`src/rtl/acc_alu_pkg.sv`:
```
package acc_alu_pkg;

  typedef enum logic [3:0] {
    OP_ADD  = 4'd0,
    OP_ADDC = 4'd1,
    OP_SUBB = 4'd2,
    OP_INC  = 4'd3,
    OP_DEC  = 4'd4,
    OP_AND  = 4'd5,
    OP_OR   = 4'd6,
    OP_XOR  = 4'd7,
    OP_CPL  = 4'd8,
    OP_RL   = 4'd9,
    OP_RR   = 4'd10,
    OP_RLC  = 4'd11,
    OP_RRC  = 4'd12,
    OP_CMP  = 4'd13,
    OP_MUL  = 4'd14,
    OP_DIV  = 4'd15
  } aluOpT;

  typedef enum logic [2:0] {
    SRC_ADDER = 3'd0,
    SRC_LOGIC = 3'd1,
    SRC_ROT   = 3'd2,
    SRC_MUL   = 3'd3,
    SRC_DIV   = 3'd4
  } srcSelT;

  typedef enum logic [1:0] {
    LG_AND = 2'd0,
    LG_OR  = 2'd1,
    LG_XOR = 2'd2,
    LG_CPL = 2'd3
  } logicSelT;

  // strobes from decode to datapath
  typedef struct packed {
    srcSelT   src;
    logic     subMode;      // adder subtracts
    logic     carryInUse;   // adder takes cyIn
    logic     unitOperand;  // adder second operand is constant one
    logic     arithFlags;   // adder updates CY/AC/OV
    logicSelT logicSel;
    logic     rotLeft;
    logic     rotThruCy;
    logic     writeBack;
  } aluCtrlT;

endpackage

```
`src/rtl/acc_alu_ctrl.sv`:
```
module acc_alu_ctrl
  import acc_alu_pkg::*;
(
  input  logic [3:0] opSel,
  output aluCtrlT    ctrl
);

  always_comb begin
    ctrl = '{src: SRC_ADDER, subMode: 1'b0, carryInUse: 1'b0, unitOperand: 1'b0,
             arithFlags: 1'b0, logicSel: LG_AND, rotLeft: 1'b0, rotThruCy: 1'b0,
             writeBack: 1'b1};
    unique case (aluOpT'(opSel))
      OP_ADD:  ctrl.arithFlags = 1'b1;
      OP_ADDC: begin
        ctrl.arithFlags = 1'b1;
        ctrl.carryInUse = 1'b1;
      end
      OP_SUBB: begin
        ctrl.arithFlags = 1'b1;
        ctrl.carryInUse = 1'b1;
        ctrl.subMode    = 1'b1;
      end
      OP_CMP: begin
        ctrl.arithFlags = 1'b1;
        ctrl.subMode    = 1'b1;
        ctrl.writeBack  = 1'b0;
      end
      OP_INC:  ctrl.unitOperand = 1'b1;
      OP_DEC: begin
        ctrl.unitOperand = 1'b1;
        ctrl.subMode     = 1'b1;
      end
      OP_AND: begin
        ctrl.src      = SRC_LOGIC;
        ctrl.logicSel = LG_AND;
      end
      OP_OR: begin
        ctrl.src      = SRC_LOGIC;
        ctrl.logicSel = LG_OR;
      end
      OP_XOR: begin
        ctrl.src      = SRC_LOGIC;
        ctrl.logicSel = LG_XOR;
      end
      OP_CPL: begin
        ctrl.src      = SRC_LOGIC;
        ctrl.logicSel = LG_CPL;
      end
      OP_RL: begin
        ctrl.src     = SRC_ROT;
        ctrl.rotLeft = 1'b1;
      end
      OP_RR:   ctrl.src = SRC_ROT;
      OP_RLC: begin
        ctrl.src       = SRC_ROT;
        ctrl.rotLeft   = 1'b1;
        ctrl.rotThruCy = 1'b1;
      end
      OP_RRC: begin
        ctrl.src       = SRC_ROT;
        ctrl.rotThruCy = 1'b1;
      end
      OP_MUL:  ctrl.src = SRC_MUL;
      OP_DIV:  ctrl.src = SRC_DIV;
      default: ctrl.src = SRC_ADDER;
    endcase
  end

endmodule

```
`src/rtl/acc_alu_div.sv`:
```
module acc_alu_div #(
  parameter int DATA_W = 8
) (
  input  logic [DATA_W-1:0] dividend,
  input  logic [DATA_W-1:0] divisor,
  output logic [DATA_W-1:0] quotient,
  output logic [DATA_W-1:0] remainder,
  output logic              divZero
);

  localparam int REM_W = DATA_W + 1;

  logic [REM_W-1:0] partial;

  // restoring division; a zero divisor naturally yields all-ones and rem = dividend
  always_comb begin
    partial  = '0;
    quotient = '0;
    for (int i = DATA_W - 1; i >= 0; i--) begin
      partial = {partial[REM_W-2:0], dividend[i]};
      if (partial >= {1'b0, divisor}) begin
        partial     = partial - {1'b0, divisor};
        quotient[i] = 1'b1;
      end
    end
    remainder = partial[DATA_W-1:0];
    divZero   = (divisor == '0);
  end

endmodule

```
`src/rtl/acc_alu_dp.sv`:
```
module acc_alu_dp
  import acc_alu_pkg::*;
#(
  parameter int DATA_W = 8
) (
  input  aluCtrlT           ctrl,
  input  logic [DATA_W-1:0] accIn,
  input  logic [DATA_W-1:0] opndIn,
  input  logic              cyIn,
  input  logic              acIn,
  input  logic              ovIn,
  output logic [DATA_W-1:0] result,
  output logic [DATA_W-1:0] extra,
  output logic              cy,
  output logic              ac,
  output logic              ov,
  output logic              par
);

  localparam int NIB_W  = DATA_W / 2;
  localparam int MSB    = DATA_W - 1;
  localparam int PROD_W = 2 * DATA_W;

  logic [DATA_W-1:0] opB;
  logic              cinEff;
  logic [DATA_W:0]   wideSum;
  logic [NIB_W:0]    nibSum;
  logic              addOv;
  logic [DATA_W-1:0] logicRes;
  logic [DATA_W-1:0] rotRes;
  logic              rotCy;
  logic [PROD_W-1:0] product;
  logic [DATA_W-1:0] quot;
  logic [DATA_W-1:0] remd;
  logic              divZero;

  // adder / subtractor shared by add, subtract, compare, inc, dec
  always_comb begin
    opB    = ctrl.unitOperand ? DATA_W'(1) : opndIn;
    cinEff = ctrl.carryInUse & cyIn;
    if (ctrl.subMode) begin
      wideSum = {1'b0, accIn} - {1'b0, opB} - (DATA_W+1)'(cinEff);
      nibSum  = {1'b0, accIn[NIB_W-1:0]} - {1'b0, opB[NIB_W-1:0]} - (NIB_W+1)'(cinEff);
      addOv   = (accIn[MSB] ^ opB[MSB]) & (wideSum[MSB] ^ accIn[MSB]);
    end else begin
      wideSum = {1'b0, accIn} + {1'b0, opB} + (DATA_W+1)'(cinEff);
      nibSum  = {1'b0, accIn[NIB_W-1:0]} + {1'b0, opB[NIB_W-1:0]} + (NIB_W+1)'(cinEff);
      addOv   = ~(accIn[MSB] ^ opB[MSB]) & (wideSum[MSB] ^ accIn[MSB]);
    end
  end

  always_comb begin
    unique case (ctrl.logicSel)
      LG_AND:  logicRes = accIn & opndIn;
      LG_OR:   logicRes = accIn | opndIn;
      LG_XOR:  logicRes = accIn ^ opndIn;
      default: logicRes = ~accIn;
    endcase
  end

  always_comb begin
    if (ctrl.rotLeft) begin
      rotRes = {accIn[MSB-1:0], ctrl.rotThruCy ? cyIn : accIn[MSB]};
      rotCy  = accIn[MSB];
    end else begin
      rotRes = {ctrl.rotThruCy ? cyIn : accIn[0], accIn[MSB:1]};
      rotCy  = accIn[0];
    end
  end

  assign product = {{DATA_W{1'b0}}, accIn} * {{DATA_W{1'b0}}, opndIn};

  acc_alu_div #(.DATA_W(DATA_W)) u_div (
    .dividend (accIn),
    .divisor  (opndIn),
    .quotient (quot),
    .remainder(remd),
    .divZero  (divZero)
  );

  // result and flag selection
  always_comb begin
    result = wideSum[DATA_W-1:0];
    extra  = '0;
    cy     = cyIn;
    ac     = acIn;
    ov     = ovIn;
    unique case (ctrl.src)
      SRC_ADDER: begin
        if (ctrl.arithFlags) begin
          cy = wideSum[DATA_W];
          ac = nibSum[NIB_W];
          ov = addOv;
        end
      end
      SRC_LOGIC: result = logicRes;
      SRC_ROT: begin
        result = rotRes;
        if (ctrl.rotThruCy) cy = rotCy;
      end
      SRC_MUL: begin
        result = product[DATA_W-1:0];
        extra  = product[PROD_W-1:DATA_W];
        cy     = 1'b0;
        ov     = |product[PROD_W-1:DATA_W];
      end
      SRC_DIV: begin
        result = quot;
        extra  = remd;
        cy     = 1'b0;
        ov     = divZero;
      end
      default: result = wideSum[DATA_W-1:0];
    endcase
    par = ~^result;
  end

endmodule

```
`src/rtl/acc_alu.sv`:
```
module acc_alu
  import acc_alu_pkg::*;
#(
  parameter int DATA_W    = 8,
  parameter bit REG_FLAGS = 1'b1
) (
  input  logic              clk,
  input  logic              rstN,
  input  logic              flagLoad,
  input  logic [3:0]        opSel,
  input  logic [DATA_W-1:0] accIn,
  input  logic [DATA_W-1:0] opndIn,
  input  logic              cyIn,
  input  logic              acIn,
  input  logic              ovIn,
  output logic [DATA_W-1:0] resultOut,
  output logic [DATA_W-1:0] extraOut,
  output logic              writeBack,
  output logic              cyOut,
  output logic              acOut,
  output logic              ovOut,
  output logic              parOut,
  output logic [3:0]        flagQ
);

  aluCtrlT   ctrl;
  logic [3:0] flagNext;

  acc_alu_ctrl u_ctrl (
    .opSel(opSel),
    .ctrl (ctrl)
  );

  acc_alu_dp #(.DATA_W(DATA_W)) u_dp (
    .ctrl  (ctrl),
    .accIn (accIn),
    .opndIn(opndIn),
    .cyIn  (cyIn),
    .acIn  (acIn),
    .ovIn  (ovIn),
    .result(resultOut),
    .extra (extraOut),
    .cy    (cyOut),
    .ac    (acOut),
    .ov    (ovOut),
    .par   (parOut)
  );

  assign writeBack = ctrl.writeBack;
  assign flagNext  = {cyOut, acOut, ovOut, parOut};

  generate
    if (REG_FLAGS) begin : g_flagReg
      logic [3:0] flagRegQ;
      always_ff @(posedge clk or negedge rstN) begin
        if (!rstN)         flagRegQ <= '0;
        else if (flagLoad) flagRegQ <= flagNext;
      end
      assign flagQ = flagRegQ;
    end else begin : g_flagComb
      assign flagQ = flagNext;
    end
  endgenerate

endmodule

```
`config.mk`:
```
export PLATFORM = sky130hd
export DESIGN_NAME = acc_alu
export DESIGN_NICKNAME = d
export VERILOG_FILES = /design/src/rtl/acc_alu_pkg.sv /design/src/rtl/acc_alu_ctrl.sv /design/src/rtl/acc_alu_div.sv /design/src/rtl/acc_alu_dp.sv /design/src/rtl/acc_alu.sv
export SDC_FILE = /design/constraint.sdc
export NUM_CORES = 1
export LEC_CHECK = 0
export ABC_AREA = 1
export CAP_MARGIN = 20
export CORE_ASPECT_RATIO = 1.75
export CORE_MARGIN = 2
export CORE_UTILIZATION = 55
export DETAILED_ROUTE_END_ITERATION = 12
export PLACE_DENSITY_LB_ADDON = 0.08
export RECOVER_POWER = 25
export SYNTH_ARGS = -nofsm -noshare
export SYNTH_HDL_FRONTEND = slang
export SYNTH_SLANG_ARGS = --single-unit
```
`constraint.sdc`:
```
create_clock -name clk -period 35.3 [get_ports clk]
set_clock_uncertainty 0.15 [all_clocks]
set_input_delay 7.06 -clock clk [delete_from_list [all_inputs] [get_ports clk]]
set_output_delay 7.06 -clock clk [all_outputs]
set_load 0.02 [all_outputs]
```
# Word-level counts from Yosys, hierarchy flattened
# Cells that the tools add are included.
[totals]
register_bits = 4
latch_bits = 0
ram_bits = 0
mem_bits_ro = 0
out_inout_bits = 25
wordCells = 116
n_memories = 0
[op_classes]
n_addsub = 16
n_mul = 1
div_mod_pow = 0
magnitude_cmp = 8
n_eq_ne = 21
shifts = 0
n_mux = 43
bitwise = 11
n_reduce_logical = 15
[ops]
columns = ["op", "count"]
rows = [
  ["2-to-1 mux 8 bit", 10],
  [">= comparator 9 x 8 -> 1 bit", 7],
  ["subtractor 8 bit", 7],
  ["== test 4 bit (second input constant)", 8],
  ["case mux 8 bit (4 select lines)", 1],
  ["2-to-1 mux 1 bit", 24],
  ["case mux 8 bit (3 select lines)", 1],
  ["== test 4 x 3 -> 1 bit (second input constant)", 4],
  ["multiplier 8 x 8 -> 16 bit", 1],
  ["case mux 8 bit (2 select lines)", 1],
  ["case mux 3 bit (4 select lines)", 1],
  ["OR reduction 4 bit", 3],
  ["OR reduction 2 bit", 5],
  ["adder 8 x 8 -> 9 bit", 1],
  ["adder 9 x 1 -> 9 bit", 1],
  ["2-to-1 mux 9 bit", 1],
  ["subtractor 8 x 8 -> 9 bit", 1],
  ["subtractor 9 x 1 -> 9 bit", 1],
  ["AND 8 bit", 1],
  ["== test 4 x 2 -> 1 bit (second input constant)", 2],
  [">= comparator 1 x 8 -> 1 bit", 1],
  ["logical NOT 8 bit", 1],
  ["NOT 8 bit", 1],
  ["OR 8 bit", 1],
  ["24 further kinds", 30],
]

# Logic depth before layout (Yosys ltp)
[depth]
ltp_word = 18
ltp_mapped = 111
ltp_nobuf = 110

# Hierarchy
# Synthesis repeated with hierarchy kept, for this count alone.
[unflattened]
hier_cells = 1425
area_unflattened_um2 = 8545.7
[by_module_without_submodules]
columns = ["mod", "instances", "cells_per_inst", "area_each_um2", "seq_area_each_um2"]
rows = [
  ["acc_alu_dp", 1, 774, 4598.2, 0.0],
  ["acc_alu_div", 1, 597, 3646.0, 0.0],
  ["acc_alu_ctrl", 1, 37, 152.6, 0.0],
  ["acc_alu", 1, 17, 148.9, 100.1],
]

# Least setup slack after synthesis
# No wires, ideal clock.
[synth_timing]
path_type = "input port to output port"
from = "in opndIn[1]"
to = "out parOut"
t_arrival_ps = 19320
path_slack_ps = 8770
path_stages = 104
path_buffers = 2
path_cell_list = "buf_4 -> inv_2 -> ha_1 -> a21oi_1 -> nor2_2 -> inv_2 -> nand2_1 -> o21ai_0 -> ha_1 -> nand3b_1 -> nand2_1 -> nand2_1 -> nand2_1 -> nand2_2 -> nand2_2 -> inv_2 -> or2_2 -> o21ai_1 -> [68 not listed] -> inv_2 -> ha_1 -> inv_1 -> o31ai_1 -> a21oi_1 -> o21ai_0 -> nand2_1 -> inv_1 -> nor2_1 -> nor2_1 -> nor2_1 -> inv_1 -> a211oi_1 -> nand3_4 -> nand2_2 -> a21oi_2 -> nand2_1 -> and2_1"
[synth_between]
elab_chain_len = 18
word_cells_on_any_way = 43
[synth_rtl]
columns = ["element", "line_no", "text"]
rows = [
  ["start: declaration", "acc_alu.sv:12", "input logic [DATA_W-1:0] opndIn,"],
  ["subtractor 1 x 8 -> 8 bit or >= comparator 1 x 8 -> 1 bit (tied branches)", "acc_alu_div.sv:22, acc_alu_div.sv:21", ""],
  ["2-to-1 mux 8 bit", "acc_alu_div.sv:21", "if (partial >= {1'b0, divisor}) begin"],
  ["subtractor 8 bit or >= comparator 9 x 8 -> 1 bit (tied branches)", "acc_alu_div.sv:22, acc_alu_div.sv:21", ""],
  ["2-to-1 mux 8 bit", "acc_alu_div.sv:21", ""],
  ["subtractor 8 bit or >= comparator 9 x 8 -> 1 bit (tied branches)", "acc_alu_div.sv:22, acc_alu_div.sv:21", ""],
  ["2-to-1 mux 8 bit", "acc_alu_div.sv:21", ""],
  ["subtractor 8 bit or >= comparator 9 x 8 -> 1 bit (tied branches)", "acc_alu_div.sv:22, acc_alu_div.sv:21", ""],
  ["2-to-1 mux 8 bit", "acc_alu_div.sv:21", ""],
  ["[3 not listed]", "-", ""],
  ["2-to-1 mux 8 bit", "acc_alu_div.sv:21", ""],
  ["subtractor 8 bit or >= comparator 9 x 8 -> 1 bit (tied branches)", "acc_alu_div.sv:22, acc_alu_div.sv:21", ""],
  ["2-to-1 mux 8 bit", "acc_alu_div.sv:21", ""],
  [">= comparator 9 x 8 -> 1 bit *", "acc_alu_div.sv:21", ""],
  ["2-to-1 mux 1 bit *", "acc_alu_div.sv:21", ""],
  ["case mux 8 bit (4 select lines) *", "acc_alu_dp.sv:88", "unique case (ctrl.src)"],
  ["via resultOut[0]", "acc_alu.sv:16", "output logic [DATA_W-1:0] resultOut,"],
  ["XNOR reduction 8 bit *", "acc_alu_dp.sv:115", "par = ~^result;"],
  ["end: declaration", "acc_alu.sv:22", "output logic parOut,"],
]
# The timed path passes the listed nets; every way through them passes the cells marked *.

# Worst setup path after layout
[layout_timing]
from = "in accIn[7]"
to = "out parOut"
[layout_between]
elab_chain_len = 18
word_cells_on_any_way = 45
[layout_rtl]
columns = ["element", "line_no", "text"]
rows = [
  ["start: declaration", "acc_alu.sv:11", "input logic [DATA_W-1:0] accIn,"],
  ["subtractor 1 x 8 -> 8 bit or >= comparator 1 x 8 -> 1 bit (tied branches)", "acc_alu_div.sv:22, acc_alu_div.sv:21", ""],
  ["2-to-1 mux 8 bit", "acc_alu_div.sv:21", ""],
  ["subtractor 8 bit or >= comparator 9 x 8 -> 1 bit (tied branches)", "acc_alu_div.sv:22, acc_alu_div.sv:21", ""],
  ["2-to-1 mux 8 bit", "acc_alu_div.sv:21", ""],
  ["subtractor 8 bit or >= comparator 9 x 8 -> 1 bit (tied branches)", "acc_alu_div.sv:22, acc_alu_div.sv:21", ""],
  ["2-to-1 mux 8 bit", "acc_alu_div.sv:21", ""],
  ["subtractor 8 bit or >= comparator 9 x 8 -> 1 bit (tied branches)", "acc_alu_div.sv:22, acc_alu_div.sv:21", ""],
  ["2-to-1 mux 8 bit", "acc_alu_div.sv:21", ""],
  ["[2 not listed]", "-", ""],
  ["subtractor 8 bit or >= comparator 9 x 8 -> 1 bit (tied branches)", "acc_alu_div.sv:22, acc_alu_div.sv:21", ""],
  ["2-to-1 mux 8 bit", "acc_alu_div.sv:21", ""],
  ["subtractor 8 bit or >= comparator 9 x 8 -> 1 bit (tied branches)", "acc_alu_div.sv:22, acc_alu_div.sv:21", ""],
  ["2-to-1 mux 8 bit", "acc_alu_div.sv:21", ""],
  [">= comparator 9 x 8 -> 1 bit", "acc_alu_div.sv:21", ""],
  ["2-to-1 mux 1 bit", "acc_alu_div.sv:21", ""],
  ["case mux 8 bit (4 select lines) *", "acc_alu_dp.sv:88", ""],
  ["XNOR reduction 8 bit *", "acc_alu_dp.sv:115", ""],
]
# Mark *: on every way between the ends. The rest lies on a longest branch, timed or not.

==> results.ini <==
[outcome]
status = finished clean

[detailed_routing]
drtAntennaViolNets = 0
drt_wl_total_um = 24400
routedWlPerCell_um = 17.0
drt-pass1-iter-count = 5
vias = 8103
dr.first_iter.drc_count = 482
viasPerCell = 5.64
drc = 0

[flow_run]
drv_cap = 0

[grt]
grt-ovfl-total = 0
antenna_found_initial = 0
grt_pass1_vias = 8072
grt_first_pass_wirelength_um = 39200
grt_max_degree = 21
grt_use_total_pct = 32.6

[timing]
fin_ws_ns = 5.57
final-hold-violation-count = 0
slew_headroom_pct = 34.2
fin_setup_tns_ns = 0
setup-violations-final = 0
holdWs_ns = 0.317
rsz0062_at_grt = false
maxSlewViolCount = 0
period_needed_ns = 29.73
worst_pin_slew_ns = 0.963
fin_crit_sh_pct = 84.2
fmax_ghz = 0.0336

[setup_path]
start_kind = input port
max_stage_delay_ns = 0.59
crit_required_ns = 28.09
end_kind = primary output
critical_path_class = input port to primary output
crit_arrival_ns = 22.52
crit_path_frequent_cell = nand2_1
cp_max_fo = 17
cpMaxStageDelayCell = clkdlybuf4s50_1

[floorplan]
die_w_um = 93.8
rows = 57
initial_core_util_pct = 56.1
io_pins = 51
dieArea_mm2 = 0.0151
core_area_mm2 = 0.0138
die_h_um = 161

[cts]
cts_made_buffers = 3
htree_num_levels = 1
clock_sinks = 4
insertion_delay_ns = 0.22
cts_resized = 0
root_buffer = clkbuf_16
path_clk_slew_ns = 0.03
ctsLongestPathBuffers = 2
cts_setup_buffers = 0
cts_hold_buffers = 0
cts_tree = yes

[min_path]
min_path_type = flip-flop to flip-flop

[synthesis]
yosysWarnings = 0
synthCells = 1218
synth_area_leaders = ha_1, nand2_1, fa_1, inv_1, xor2_1
synth_area_per_cell_um2 = 6.37
ys_types = 55
async_reset_ff_share_pct = 100
ys.flop_type = dfrtp_1
ys_seq_elements = 4
syn-num-nets = 1429
synth_top_area_share_pct = 22.2
ys_seq_area_share_pct = 1.29
yosysTopAreaCell = ha_1
synth_edf_count = 0
netlist_area_mm2 = 0.00776

[power_and_ir_drop]
ir_drop_mv = 0.0780
p_leak_uw = 0.00481
powerDensity_mw_per_mm2 = 62.6

[layout]
largest_reg_flops = 4
num_antenna_cells = 0
syn2layout_area_growth_pct = 9.67
final_net_count = 1473
drive_gt1_share_pct = 6.59
n_fill_cell = 1409

[placement]
io_buffers = 50
post-place-ws_ns = 5.76
gp_congestion = 0.990
dp_hpwl_um = 20000

final timing paths:
path / slack (ns) / startpoint / to / depth (start not counted)
min in group asynchronous: 6.97 / rstN / flagQ[0] / 1
min: 0.32 / flagQ[0] / flagQ[0] / 2
min reg2reg: 0.32 / flagQ[0] / flagQ[0] / 2
max reg2reg: 34.54 / flagQ[3] / flagQ[3] / 2
max: 5.57 / accIn[7] / parOut / 106
max in group asynchronous: 27.86 / rstN / flagQ[2] / 1
cell families after synthesis:
family	after synthesis	synth area share, %
simple gates	500	29.6
buf+inv	274	13.9
compound gates	209	15.7
fa+ha+maj	185	34.4
xor+xnor	46	5.19
flops	4	1.29
layout by cell type (no fill, tap or decap), types with 13 or more instances in the layout:
cell type          n
nand2_1          295
inv_1            239
ha_1             138
nor2_1            70
o21ai_0           60
a21oi_1           59
nand3_1           48
fa_1              47
clkdlybuf4s50_1   45
xor2_1            36
o21ai_1           29
nand4_1           15
inv_2             13
nand2_2           13
Yosys cell counts (all sizes together), types with 10 or more instances:
| cell type | number |
|---|---|
| nand3 | 62 |
| ha | 138 |
| a21oi | 63 |
| nand2 | 310 |
| inv | 252 |
| xnor2 | 10 |
| nor2 | 84 |
| fa | 47 |
| clkbuf | 11 |
| o211ai | 10 |
| xor2 | 36 |
| nand4 | 15 |
| o21ai | 91 |
| buf | 10 |
power by group:
part	switching (uW)	internal (uW)
sequential	0.500	5.70
clock	2.85	14.4
combinational	326	183
through the flow:
stage / total power, uW / std cells / utilization [%] / instance area [um2]
floorplan: 395 / 1218 / - / 7760
global placement: 504 / 1433 / 60.9 / 8430
detailed placement: 507 / 1433 / 60.9 / 8430
CTS: 527 / 1436 / 61.4 / 8500
global route: 593 / 1437 / 61.5 / 8510
finish: 533 / 1437 / 61.5 / 8510
critical path: cells and delay by family:
kind | cells | cell delay (ns)
buf+inv | 21 | 3.17
fa+ha+maj | 9 | 2.64
compound gates | 26 | 4.41
simple gates | 50 | 5.16
metal layers:
| metal | part of all wire, % | track usage (%) |
|---|---|---|
| met5 | 0 | 0 |
| met1 | 37 | 35.6 |
| met2 | 52 | 60.8 |
| met3 | 4.5 | 2.33 |
| met4 | 6.4 | 17.3 |
area by class of cell:
type | count | area (um2) | area share, %
Clock buffer | 3 | 75.1 | 0.882
Sequential cell | 4 | 100 | 1.18
Multi-Input combinational cell | 940 | 6590 | 77.4
Timing Repair Buffer | 60 | 581 | 6.82
Inverter | 253 | 950 | 11.2
Tap cell | 177 | 221 | 2.60
(Power assumes the default switching activity.)
